--- src/rtl/pop7_late_select.sv ---
module pop7_late_select (
  input  logic [6:0] bits_i,
  output logic [2:0] count_o
);

  function automatic logic [2:0] stack3(input logic [2:0] v);
    return {&v, (v[0] & v[1]) | (v[0] & v[2]) | (v[1] & v[2]), |v};
  endfunction

  logic [2:0] hs, is, jv, kv;
  logic       late;
  logic       ge1, ge2, ge3, ge4, ge5, ge6;
  logic       c1_lo, c2_lo, c1_hi, c2_hi, s6;

  assign late = bits_i[6];
  assign hs   = stack3(bits_i[2:0]);
  assign is   = stack3(bits_i[5:3]);

  assign jv = {hs[2] | is[0], hs[1] | is[1], hs[0] | is[2]};
  assign kv = {hs[2] & is[0], hs[1] & is[1], hs[0] & is[2]};

  assign ge1 = hs[0] | is[0];
  assign ge2 = hs[1] | is[1] | (hs[0] & is[0]);
  assign ge3 = &jv;
  assign ge4 = |kv;
  assign ge5 = (hs[2] & is[1]) | (hs[1] & is[2]);
  assign ge6 = hs[2] & is[2];

  assign c1_lo = (ge2 & ~ge4) | ge6;
  assign c2_lo = ge4;
  assign c1_hi = (ge1 & ~ge3) | ge5;
  assign c2_hi = ge3;

  assign s6 = ((hs[0] & ~hs[1]) | hs[2]) ^ ((is[0] & ~is[1]) | is[2]);

  assign count_o = {late ? c2_hi : c2_lo, late ? c1_hi : c1_lo, s6 ^ late};

endmodule

--- config.mk ---
export PLATFORM = sky130hd
export DESIGN_NAME = pop7_late_select
export DESIGN_NICKNAME = d
export VERILOG_FILES = /design/src/rtl/pop7_late_select.sv
export SDC_FILE = /design/constraint.sdc
export NUM_CORES = 1
export LEC_CHECK = 0
export BUFFER_PORTS_ARGS = -buffer_cell sky130_fd_sc_hd__buf_2
export CAP_MARGIN = 30
export CORE_AREA = 2 2 39 41
export DETAILED_ROUTE_END_ITERATION = 8
export DIE_AREA = 0 0 41 43
export PLACE_DENSITY_LB_ADDON = 0.08
export SYNTH_ARGS = -nofsm -noshare
export SYNTH_HDL_FRONTEND = slang
export SYNTH_SLANG_ARGS = --single-unit
--- constraint.sdc ---
create_clock -name vclk -period 3.1
set_input_delay 0.465 -clock vclk [all_inputs]
set_output_delay 0.465 -clock vclk [all_outputs]
set_load 0.02 [all_outputs]
==> implementation parameters <==
Parameter                              Value

Worst setup path
  Critical path class    in2out
  Worst setup path endpoint    count_o[1]
  Source of the critical timing path    bits_i[3]
  Startpoint type of the worst setup path    input pin
  Largest fanout on the critical path    10
  Data required time of the critical path    between 2 and 3 ns
  Kind of end point of the critical path    output port
  Crit path arrival time    2.31 ns

Drt
  Met3 wire len    38 um
  Violation count after the first detailed-route iteration    10
  Met2 wirelength from detailed routing    400 um
  DR WL/cell    about 11 um
  Detail Route Antenna Nets    0
  Detailed-route wire length on metal 1    about 400 um
  Number of vias per cell after detailed routing    5.32
  Top routing layer in use    met3
  Number of search-and-repair iterations in the first detailed-routing pass    4
  DRT Wirelength    838 um
  Detailed-route via count    394
  Count of unresolved DRC violations after routing    0

Timing
  Unrepaired setup endpoints after global routing    false
  Max frequency    0.360 GHz
  Final TNS setup    0 ns
  Fin. max-slew vios    0
  Final setup violating endpoints    0
  Period utilization    89.5%
  Time the final worst path needs with I/O delays and setup    2.77 ns
  Final hold violation count    0
  Worst slew margin relative to its limit    78.9%
  Transition time at the pin with the least slew margin    roughly 0.31 ns

Synthesis
  Net count of the mapped netlist    61
  Synth Cell Area    358 um2
  Share of the synthesized area in the top cell type    11.2%
  Yosys Warn Count    0
  Adder and majority gate portion of the synthesized area    11.2%
  Seq/Total Area, Yosys    0%
  Yosys top cell by area    sky130_fd_sc_hd__fa_1
  Avg Inst Size Synth    6.88 um2
  Share of synthesized area spent on multiplexers    0%
  Dominant combinational cell family by area after synthesis    compound AO/OA/AOI/OAI gates
  Post-Synth Simple-Gate Area    approximately 17%
  Unique masters post-synth    28
  Area share of xor/xnor cells in the synthesized design    7.34%
  Area fraction in compound gates after synthesis    48.3%
  Top cells by area, synth    sky130_fd_sc_hd__fa_1 (11%), sky130_fd_sc_hd__inv_1 (8.4%), sky130_fd_sc_hd__o2111ai_1 (7.3%)
  Gate count of the mapped netlist    52

Global route
  First-pass GRT wire length    1.44 mm
  GRT Util Overall    10.9%
  Number of global-route vias before repair    330
  Largest net degree at the start of global routing    11
  Number of antenna violations at the first check in global routing    0
  Global route overflow    0

Power and ir drop
  Share of power burned in combinational logic    100.0%
  Register share of total power    0%
  Portion of total power attributed to the clock network    0%
  Proportion of total power due to net switching    59.3%
  Largest voltage drop on the vdd net    0.0000499 V
  Internal power summed over all cells    0.0000330 W
  Net Sw Power    0.0000481 W
  Leakage component of the power    0.170 nW
  Power density relative to cell area    202 nW/um2

Floorplan
  Die W    ~41 um
  Num ports    10
  # rows    14
  Placeable Area    1380 um2
  Initial Utilization    25.9%
  Height of the die    43 um
  Total die area    between 1500 and 2000 um2

Final layout
  Sequential cells    0
  Number of nets in the final layout    69
  Most frequent standard cell in the layout excluding fill and tap cells    sky130_fd_sc_hd__buf_2
  Share of layout cells above drive strength 1    19.0%
  Post-route cell area    402 um2
  Total of clock buffers placed in the layout    0
  Most used cells in the layout excluding fill and tap cells    sky130_fd_sc_hd__buf_2 (10), sky130_fd_sc_hd__inv_1 (8), sky130_fd_sc_hd__nand2_1 (6)
  Layout overhead on the synthesized area    12.2%
  Number of diodes    0
  Register cell area after layout    0 um2
  Fin util    29.0%

CTS
  Number of setup buffers added after CTS    0
  Number of hold buffers added after CTS    0
  Cells resized by post-CTS repair    0

Min path
  Hold crit path type    in2out
  Instance count along the most critical hold path    3

Placed design
  Post-detailed-placement half-perimeter wirelength    702 um
  Number of input and output port buffers inserted    10
  Placement Cell Area    between 400 and 500 um2
  Gp weighted congestion    slightly above 0.7

Status
  Run status    finished clean

Flow run
  Maximum capacitance violations    0
==> power by group through the flow <==
stage,logic (W),clock network (W),registers (W)
floorplan,0.0000625,0,0
finish,0.0000812,0,0
detailed placement,0.0000818,0,0
global placement,0.0000843,0,0
global route,0.0000903,0,0
CTS,0.0000819,0,0
==> cells in the mapped netlist <==
master and number:
sky130_fd_sc_hd__o22ai_1 1, sky130_fd_sc_hd__or3_1 1, sky130_fd_sc_hd__a21oi_1 1, sky130_fd_sc_hd__o41ai_1 1, sky130_fd_sc_hd__o21ai_0 2, sky130_fd_sc_hd__nand2_1 6
sky130_fd_sc_hd__a22oi_1 1, sky130_fd_sc_hd__clkbuf_2 1, sky130_fd_sc_hd__a21boi_0 1, sky130_fd_sc_hd__inv_1 8, sky130_fd_sc_hd__a211oi_1 1, sky130_fd_sc_hd__nand3b_1 1
sky130_fd_sc_hd__o211a_1 1, sky130_fd_sc_hd__nor2_1 3, sky130_fd_sc_hd__buf_2 2, sky130_fd_sc_hd__nor3_1 3, sky130_fd_sc_hd__a32oi_1 1, sky130_fd_sc_hd__fa_1 2
sky130_fd_sc_hd__o2bb2ai_1 1, sky130_fd_sc_hd__xnor2_1 3, sky130_fd_sc_hd__o2111ai_1 3, sky130_fd_sc_hd__buf_6 1, sky130_fd_sc_hd__a311oi_1 1, sky130_fd_sc_hd__a221o_1 1
sky130_fd_sc_hd__o211ai_1 2, sky130_fd_sc_hd__a21o_1 1, sky130_fd_sc_hd__o311ai_2 1, sky130_fd_sc_hd__o31a_1 1
==> through the flow <==
| step | setup WS (ns) | hold WS (ns) | cells | total power [W] |
|---|---|---|---|---|
| after detailed placement | 0.314 | 1.31 | 74 | 0.0000818 |
| after global routing | 0.156 | 1.34 | 74 | 0.0000903 |
| after CTS | 0.320 | 1.31 | 74 | 0.0000819 |
| final | 0.326 | 1.30 | 74 | 0.0000812 |
| after floorplan | 0.511 | 1.06 | 52 | 0.0000625 |
| after global placement | 0.297 | 1.31 | 74 | 0.0000843 |
==> worst min-delay path by stage <==
stage / startpoint / end / slack (ns)
after detailed placement: bits_i[6] / count_o[2] / 1.31
final: bits_i[6] / count_o[2] / 1.30
after global placement: bits_i[6] / count_o[2] / 1.31
after global routing: bits_i[6] / count_o[2] / 1.34
after CTS: bits_i[6] / count_o[2] / 1.31
after floorplan: bits_i[6] / count_o[2] / 1.06
==> routing by layer <==
layer | GRT usage [%] | up-vias
met5 | 0 | -
met4 | 0 | 0
met3 | 0 | 0
met2 | 17.8 | 11
met1 | 16.6 | 176
li1 | - | 207
==> critical path: stages <==
cell and delay (ns):
sky130_fd_sc_hd__buf_2 0.18, sky130_fd_sc_hd__inv_1 0.10, sky130_fd_sc_hd__fa_1 0.51, sky130_fd_sc_hd__o211a_1 0.16, sky130_fd_sc_hd__a311oi_1 0.24, sky130_fd_sc_hd__o211ai_1 0.13
sky130_fd_sc_hd__a221o_1 0.36, sky130_fd_sc_hd__buf_2 0.16
==> cell type report <==
class / count / area [um2]
Tap cell: 16 / 20.0
Multi-Input combinational cell: 40 / 302
Fill cell: 161 / 982
Timing Repair Buffer: 10 / 50.0
Inverter: 8 / 30.0
==> cell families after synthesis <==
| kind of cell | count (synthesis) |
|---|---|
| adders and majority gates | 2 |
| buffers and inverters | 12 |
| and+or+nand+nor | 14 |
| AOI/OAI and AO/OA | 21 |
| xor gates and xnor gates | 3 |
Power figures use the tool's default switching activity.
